### src/rtl/fsr_pkg.sv
package fsr_pkg;

   typedef enum logic [3:0] {
      OP_NONE    = 4'd0,
      OP_WEL_SET = 4'd1,
      OP_WEL_CLR = 4'd2,
      OP_STAT_WR = 4'd3,
      OP_CFG_WR  = 4'd4,
      OP_PROG    = 4'd5,
      OP_SECT_ER = 4'd6,
      OP_BLK_ER  = 4'd7,
      OP_CHIP_ER = 4'd8
   } op_e;

   // write-type operations, grant vector order follows op code order
   localparam int WOP_N     = 6;
   localparam int GI_STAT   = 0;
   localparam int GI_CFG    = 1;
   localparam int GI_PROG   = 2;
   localparam int GI_SECT   = 3;
   localparam int GI_BLK    = 4;
   localparam int GI_CHIP   = 5;

   // status byte layout
   localparam int SR_W      = 8;
   localparam int SB_WIP    = 0;
   localparam int SB_WEL    = 1;
   localparam int SB_LVL_LO = 2;
   localparam int LVL_W     = 4;
   localparam int SB_QSEL   = 6;
   localparam int SB_LOCK   = 7;

   function automatic logic [3:0] gidx_to_op(input int gidx);
      return 4'(int'(OP_STAT_WR) + gidx);
   endfunction

endpackage

### src/rtl/fsr_prot_decode.sv
module fsr_prot_decode
   import fsr_pkg::*;
#(
   parameter int BLK_W    = 5,
   parameter bit FROM_TOP = 1'b1
) (
   input  logic [LVL_W-1:0] lvl,
   input  logic [BLK_W-1:0] blk,
   output logic             lvl_any,
   output logic             blk_hit
);

   localparam int SPAN_W = BLK_W + 1;
   localparam logic [SPAN_W-1:0] NBLK_V = SPAN_W'(1) << BLK_W;

   if (BLK_W < 1 || BLK_W > 16) begin : g_bad_blk_w
      $error("fsr_prot_decode: BLK_W out of range");
   end

   logic [SPAN_W-1:0] span;
   logic [SPAN_W-1:0] blk_ext;

   assign blk_ext = {1'b0, blk};
   assign lvl_any = (lvl != '0);

   always_comb begin
      if (lvl == '0) begin
         span = '0;
      end else if (int'(lvl) > BLK_W) begin
         span = NBLK_V;
      end else begin
         span = SPAN_W'(1) << (lvl - LVL_W'(1));
      end
   end

   if (FROM_TOP) begin : g_top
      assign blk_hit = (span != '0) && (blk_ext >= (NBLK_V - span));
   end else begin : g_bottom
      assign blk_hit = blk_ext < span;
   end

   always_comb begin
      assert_no_hit_when_clear_R11: assert (lvl_any || !blk_hit);
   end

endmodule

### src/rtl/fsr_persist_bits.sv
module fsr_persist_bits
   import fsr_pkg::*;
(
   input  logic             clk,
   input  logic             rst_n,
   input  logic             wr_en,
   input  logic             lock_d,
   input  logic             qsel_d,
   input  logic [LVL_W-1:0] lvl_d,
   output logic             lock_q,
   output logic             qsel_q,
   output logic [LVL_W-1:0] lvl_q
);

   always_ff @(posedge clk or negedge rst_n) begin
      if (!rst_n) begin
         lock_q <= 1'b0;
         qsel_q <= 1'b0;
         lvl_q  <= '0;
      end else if (wr_en) begin
         lock_q <= lock_d;
         qsel_q <= qsel_d;
         lvl_q  <= lvl_d;
      end
   end

   assert_frozen_without_write_R8: assert property (@(posedge clk) disable iff (!rst_n)
      !wr_en |=> $stable({lock_q, qsel_q, lvl_q}));

   assert_write_loads_R7: assert property (@(posedge clk) disable iff (!rst_n)
      wr_en |=> ({lock_q, qsel_q, lvl_q} == $past({lock_d, qsel_d, lvl_d})));

endmodule

### src/rtl/fsr_wel_wip.sv
module fsr_wel_wip (
   input  logic clk,
   input  logic rst_n,
   input  logic wel_set,
   input  logic wel_clr,
   input  logic op_start,
   input  logic eng_done,
   output logic wel_q,
   output logic wip_q
);

   always_ff @(posedge clk or negedge rst_n) begin
      if (!rst_n) begin
         wel_q <= 1'b0;
         wip_q <= 1'b0;
      end else if (wip_q) begin
         if (eng_done) begin
            wip_q <= 1'b0;
            wel_q <= 1'b0;
         end
      end else if (op_start) begin
         wip_q <= 1'b1;
      end else if (wel_set) begin
         wel_q <= 1'b1;
      end else if (wel_clr) begin
         wel_q <= 1'b0;
      end
   end

   assert_start_sets_busy_R5: assert property (@(posedge clk) disable iff (!rst_n)
      op_start |=> wip_q);

   assert_done_clears_R5: assert property (@(posedge clk) disable iff (!rst_n)
      (wip_q && eng_done) |=> (!wip_q && !wel_q));

   assert_busy_holds_latch_R6: assert property (@(posedge clk) disable iff (!rst_n)
      (wip_q && !eng_done) |=> (wip_q && $stable(wel_q)));

   assert_latch_set_R3: assert property (@(posedge clk) disable iff (!rst_n)
      (!wip_q && !op_start && wel_set) |=> wel_q);

endmodule

### src/rtl/flash_status_ctrl.sv
module flash_status_ctrl
   import fsr_pkg::*;
#(
   parameter int BLK_W            = 5,
   parameter bit PROTECT_FROM_TOP = 1'b1
) (
   input  logic             clk,
   input  logic             rst_n,
   input  logic [3:0]       cmd_op,
   input  logic [7:0]       cmd_data,
   input  logic [BLK_W-1:0] cmd_blk,
   input  logic             wp_n,
   input  logic             eng_done,
   output logic [7:0]       sr_rd,
   output logic [5:0]       grant_vec,
   output logic             refuse,
   output logic             io23_data_mode
);

   if (WOP_N != 6 || SR_W != 8) begin : g_bad_layout
      $error("flash_status_ctrl: package layout does not match ports");
   end

   logic             lock_q, qsel_q;
   logic [LVL_W-1:0] lvl_q;
   logic             wel_q, wip_q;
   logic             lvl_any, blk_hit;
   logic             wp_eff_n, hw_lock;
   logic [WOP_N-1:0] req_vec, allow_vec;
   logic             op_start;

   // which write-type op is requested
   for (genvar gi = 0; gi < WOP_N; gi++) begin : g_req
      assign req_vec[gi] = (cmd_op == gidx_to_op(gi));
   end

   fsr_prot_decode #(
      .BLK_W    (BLK_W),
      .FROM_TOP (PROTECT_FROM_TOP)
   ) u_prot (
      .lvl     (lvl_q),
      .blk     (cmd_blk),
      .lvl_any (lvl_any),
      .blk_hit (blk_hit)
   );

   // in quad mode the pin is a data line and cannot hold the lock
   assign wp_eff_n = qsel_q | wp_n;
   assign hw_lock  = lock_q & ~wp_eff_n;

   always_comb begin
      allow_vec          = '0;
      allow_vec[GI_STAT] = !hw_lock;
      allow_vec[GI_CFG]  = 1'b1;
      allow_vec[GI_PROG] = !blk_hit;
      allow_vec[GI_SECT] = !blk_hit;
      allow_vec[GI_BLK]  = !blk_hit;
      allow_vec[GI_CHIP] = !lvl_any;
   end

   assign grant_vec = req_vec & allow_vec & {WOP_N{wel_q & ~wip_q}};
   assign refuse    = (|req_vec) & ~(|grant_vec);
   assign op_start  = |grant_vec;

   fsr_persist_bits u_persist (
      .clk    (clk),
      .rst_n  (rst_n),
      .wr_en  (grant_vec[GI_STAT]),
      .lock_d (cmd_data[SB_LOCK]),
      .qsel_d (cmd_data[SB_QSEL]),
      .lvl_d  (cmd_data[SB_LVL_LO +: LVL_W]),
      .lock_q (lock_q),
      .qsel_q (qsel_q),
      .lvl_q  (lvl_q)
   );

   fsr_wel_wip u_latch (
      .clk      (clk),
      .rst_n    (rst_n),
      .wel_set  (cmd_op == OP_WEL_SET),
      .wel_clr  (cmd_op == OP_WEL_CLR),
      .op_start (op_start),
      .eng_done (eng_done),
      .wel_q    (wel_q),
      .wip_q    (wip_q)
   );

   always_comb begin
      sr_rd                         = '0;
      sr_rd[SB_LOCK]                = lock_q;
      sr_rd[SB_QSEL]                = qsel_q;
      sr_rd[SB_LVL_LO +: LVL_W]     = lvl_q;
      sr_rd[SB_WEL]                 = wel_q;
      sr_rd[SB_WIP]                 = wip_q;
   end

   assign io23_data_mode = qsel_q;

   assert_grant_onehot_R4: assert property (@(posedge clk) disable iff (!rst_n)
      $onehot0(grant_vec));

   assert_grant_needs_latch_R4: assert property (@(posedge clk) disable iff (!rst_n)
      (grant_vec != '0) |-> (sr_rd[SB_WEL] && !sr_rd[SB_WIP]));

   assert_chip_needs_clear_R10: assert property (@(posedge clk) disable iff (!rst_n)
      grant_vec[GI_CHIP] |-> (sr_rd[SB_LVL_LO +: LVL_W] == '0));

   assert_lock_blocks_stat_R8: assert property (@(posedge clk) disable iff (!rst_n)
      (sr_rd[SB_LOCK] && !sr_rd[SB_QSEL] && !wp_n) |-> !grant_vec[GI_STAT]);

   assert_refuse_keeps_latch_R12: assert property (@(posedge clk) disable iff (!rst_n)
      (refuse && !eng_done) |=> $stable(sr_rd[SB_WEL]));

   assert_no_start_when_busy_R6: assert property (@(posedge clk) disable iff (!rst_n)
      op_start |-> !wip_q);

endmodule

### config.mk
export PLATFORM = sky130hd
export DESIGN_NAME = flash_status_ctrl
export DESIGN_NICKNAME = d
export VERILOG_FILES = /design/src/rtl/fsr_pkg.sv /design/src/rtl/fsr_prot_decode.sv /design/src/rtl/fsr_persist_bits.sv /design/src/rtl/fsr_wel_wip.sv /design/src/rtl/flash_status_ctrl.sv
export SDC_FILE = /design/constraint.sdc
export NUM_CORES = 1
export LEC_CHECK = 0
export ABC_AREA = 1
export BUFFER_PORTS_ARGS = -buffer_cell sky130_fd_sc_hd__buf_2
export CAP_MARGIN = 25
export CORE_UTILIZATION = 50
export CTS_CLUSTER_SIZE = 14
export DETAILED_ROUTE_END_ITERATION = 10
export GPL_TIMING_DRIVEN = 0
export PLACE_DENSITY = 0.81
export SETUP_SLACK_MARGIN = 0.5
export SLEW_MARGIN = 5
export SYNTH_ARGS = -nofsm -noshare
export SYNTH_HDL_FRONTEND = slang
export SYNTH_HIERARCHICAL = 1
export SYNTH_SLANG_ARGS = --single-unit
### constraint.sdc
create_clock -name clk -period 7.25 [get_ports clk]
set_input_delay 0.3625 -clock clk [delete_from_list [all_inputs] [get_ports clk]]
set_output_delay 0.3625 -clock clk [all_outputs]
set_load 0.005 [all_outputs]
==> qor.log <==
[finish] Antenna Cells 0
[logic_synthesis] count of distinct cell types in the synthesized netlist 19
[global_route] met1 routing resource usage after global routing 24.3%
[floorplan] area of the die 0.00211 sq mm
[global_route] met3 usage in global routing 3.57%
[route] first drt pass iteration count 4
[status] run status finished, final reports clean
[clock_tree] CTS Buffer Depth 2
[floorplan] I/O pins 37
[timing] RSZ-0062 raised after global routing no
[worst_setup_path] data required time at the worst endpoint 6890 ps
[finish] Layout Area Growth over Synthesis 24.3%
[finish] final cell count without fillers 216
[clock_tree] clock tree from TritonCTS yes
[timing] worst clock skew 0.578 ps
[logic_synthesis] number of cells produced by synthesis 153
[worst_setup_path] path type of the worst setup path reg2out
[route] DRC marker count from the first detailed-route iteration 12
[floorplan] Starting Density 54.7%
[timing] maximum operating frequency 269 MHz
[floorplan] horizontal extent of the die 45.9 microns
[route] post-route ant nets 0
[global_route] first-pass GRT wire length 3080 microns
[clock_tree] source-to-sink clock delay at the later pin of the worst-skew pair 240 ps
[route] Routed wire per std cell 8.77 microns
[logic_synthesis] share of synthesized area occupied by flip-flops and latches 20.8%
[place] cell count after placement 212
[clock_tree] clock-pin slew reported for the worst setup and hold paths after clock tree synthesis 50 ps
[finish] area occupied by registers 200 sq um
[global_route] global routing's busiest layer met2
[timing] min cycle time layout 3710 ps
[min_path] type of the most critical hold path in2reg
[logic_synthesis] yosys warns 6
[worst_setup_path] biggest fanout along the worst timing path 9
[finish] commonest cells after routing, fill and taps aside sky130_fd_sc_hd__nand2_1, sky130_fd_sc_hd__buf_2, sky130_fd_sc_hd__inv_1, sky130_fd_sc_hd__nor2_1
[worst_setup_path] capturing element type of the critical path primary output
[finish] fraction of layout instances using a drive strength above 1 35.1%
[timing] max-slew violation total from the final report 0
[clock_tree] total number of clock tree sinks 8
[finish] most frequent standard cell in the layout excluding fill and tap cells sky130_fd_sc_hd__nand2_1
[clock_tree] number of post-CTS setup repair buffers 0
[global_route] global-route usage over all layers 20.0%
[global_route] GRT overflow 0
[global_route] via count of the first global-routing pass 838
[logic_synthesis] area share of xor/xnor cells in the synthesized design 2.72%
[logic_synthesis] area share of the leading cell type in the synthesized netlist 20.8%
[timing] Worst Tran Pin Value 322 ps
[place] routability-driven placement congestion ratio 0.858
[timing] final total negative setup slack 0 ps
[logic_synthesis] number of flip-flops and latches in the synthesized netlist 8
[route] number of remaining DRC errors 0
[timing] Period Utilization, post-route 51.2%
[worst_setup_path] CP Launch Type flop
[logic_synthesis] compound-cell area share of the yosys netlist 2.20%
[worst_setup_path] signal arrival time at the worst endpoint 3350 ps
[timing] Fin. Hold Viols 0
[logic_synthesis] combinational family with the most area after synthesis simple AND/OR/NAND/NOR gates
[power] worst supply voltage drop on vdd 0.263 mV
[floorplan] vertical extent of the die 45.9 microns
[logic_synthesis] mux share of post-synthesis cell area 0%
[timing] Slew Limit Headroom 78.5%
[timing] Finish-stage setup viols 0
[logic_synthesis] average footprint of a synthesized cell 6.31 sq um
[place] port bufs 34
[logic_synthesis] summed instance area of the synthesized netlist 965 sq um
[clock_tree] total number of H-tree levels 1
[clock_tree] CTS buffer count 3
[floorplan] # rows 15
[logic_synthesis] simple-gate area share of the yosys netlist 49.7%
[logic_synthesis] leading cell types by total area after synthesis sky130_fd_sc_hd__dfrtp_1, sky130_fd_sc_hd__nand2_1, sky130_fd_sc_hd__inv_1
[finish] final-stage net count 221
[route] total number of vias 966
[place] Detailed Place HPWL 1600 microns
[finish] count of fill cells added during filler insertion 183
[power] P per Cell Area 365 mW/mm^2
[flow_run] number of max-cap violations 0
[global_route] antenna violations before repair 0
[power] static leakage 0.000756 uW
[logic_synthesis] leading area contributor after synthesis sky130_fd_sc_hd__dfrtp_1
[global_route] pin count of the biggest net entering global routing 10
[floorplan] core box area 0.00176 sq mm
[finish] multi-input gate area in the final layout 614 sq um
[route] routed wire length 1890 microns
[logic_synthesis] post-synthesis adder-cell area fraction 9.08%
[clock_tree] master cell of the clock root buffer sky130_fd_sc_hd__clkbuf_4
[global_route] met2 Use GR 34.6%
[route] Via density 4.47
[logic_synthesis] Post-Synthesis Net Count 181
==> synthesized netlist by cell type <==
library cell / instances
sky130_fd_sc_hd__o21ai_0: 1
sky130_fd_sc_hd__nand2_1: 50
sky130_fd_sc_hd__nand2_4: 2
sky130_fd_sc_hd__nor2_2: 8
sky130_fd_sc_hd__nand2_2: 4
sky130_fd_sc_hd__nor2_4: 3
sky130_fd_sc_hd__dfrtp_1: 8
sky130_fd_sc_hd__nand3_2: 4
sky130_fd_sc_hd__nand3_1: 8
sky130_fd_sc_hd__inv_1: 28
sky130_fd_sc_hd__nand4_1: 3
sky130_fd_sc_hd__inv_2: 4
sky130_fd_sc_hd__and2_1: 1
sky130_fd_sc_hd__nor4_1: 1
sky130_fd_sc_hd__a21oi_4: 1
sky130_fd_sc_hd__buf_4: 4
sky130_fd_sc_hd__nor2_1: 13
sky130_fd_sc_hd__ha_1: 7
sky130_fd_sc_hd__xor2_1: 3
==> path summary, 6_finish.rpt <==
| path | start | cells past startpoint | end | slack (ps) |
|---|---|---|---|---|
| max in group asynchronous | rst_n | 2 | u_persist/lvl_q[0] | 6600 |
| worst min register to register | u_persist/lock_q | 2 | u_persist/lock_q | 510 |
| worst max-delay path | u_persist/lvl_q[1] | 22 | refuse | 3540 |
| worst min-delay path | cmd_data[5] | 3 | u_persist/lvl_q[3] | 320 |
| min in group asynchronous | rst_n | 2 | u_latch/wip_q | 490 |
| worst max register to register | u_persist/lvl_q[1] | 24 | u_latch/wel_q | 3940 |
==> critical path, cell delays in order, from the launching register on <==
cell and delay (ps):
sky130_fd_sc_hd__dfrtp_1 490, sky130_fd_sc_hd__nor2_2 250, sky130_fd_sc_hd__ha_1 310, sky130_fd_sc_hd__inv_1 130, sky130_fd_sc_hd__nand3_2 120, sky130_fd_sc_hd__ha_1 260, sky130_fd_sc_hd__xor2_1 170, sky130_fd_sc_hd__ha_1 270
sky130_fd_sc_hd__nand2_1 50, sky130_fd_sc_hd__inv_1 40, sky130_fd_sc_hd__nand2_1 40, sky130_fd_sc_hd__nand3_1 60, sky130_fd_sc_hd__nand2_1 50, sky130_fd_sc_hd__nand2_1 50, sky130_fd_sc_hd__nand2_1 40, sky130_fd_sc_hd__nor2_1 190
sky130_fd_sc_hd__nor2_1 80, sky130_fd_sc_hd__nand2_1 80, sky130_fd_sc_hd__nand2_1 60, sky130_fd_sc_hd__nor2_2 90, sky130_fd_sc_hd__nand2_2 80, sky130_fd_sc_hd__nor2_2 70, sky130_fd_sc_hd__buf_2 110
==> layer usage <==
metal / routed length [microns] / up-vias
li1: - / 534
met1: 854 / 409
met2: 978 / 23
met3: 61 / 0
met4: 0 / 0
met5: 0 / -
==> kinds of logic after synthesis <==
kind of cell               Yosys count
xor gates and xnor gates             3
adders and majority gates            7
DFF                                  8
buffers and inverters               36
AOI/OAI and AO/OA                    2
and+or+nand+nor                     97
==> power by group <==
| group | leakage (uW) | internal (uW) | switching [uW] |
|---|---|---|---|
| Sequential | 0.000105 | 64.9 | 30.7 |
| Clock | 0.0000138 | 18.7 | 12.2 |
| Combinational | 0.000638 | 131 | 179 |
==> flip-flops by register name, summed over array words and instances (netlist names) <==
signal,flops
u_latch/wel_q,1
u_latch/wip_q,1
u_persist/lock_q,1
u_persist/lvl_q,4
u_persist/qsel_q,1
==> metrics by stage <==
step	total power, uW	setup slack, ps	cell area, sq um	util (%)	hold slack (ps)
floorplan	336	4130	965	-	66.9
global placement	393	3860	1170	66.1	208
global route	490	3160	1200	67.9	316
CTS	441	3500	1200	67.9	316
finish	437	3540	1200	67.9	322
detailed placement	406	3780	1170	66.1	206
==> layout make-up <==
| type | count | area share [%] |
|---|---|---|
| multi-input cells | 109 | 51.3 |
| flip-flops and latches | 8 | 16.7 |
| repair buffers | 35 | 15.0 |
| inverters | 32 | 10.0 |
| well taps | 25 | 2.61 |
| plain buffers | 4 | 2.51 |
| clock buffers | 3 | 1.88 |
==> what timing repair did <==
| action | CTS | global route |
|---|---|---|
| hold endpoints to repair | 8 | 0 |
| resized for setup | 0 | 0 |
| hold buffers | 1 | 0 |
Note: power is estimated with default switching activity, not from simulation.
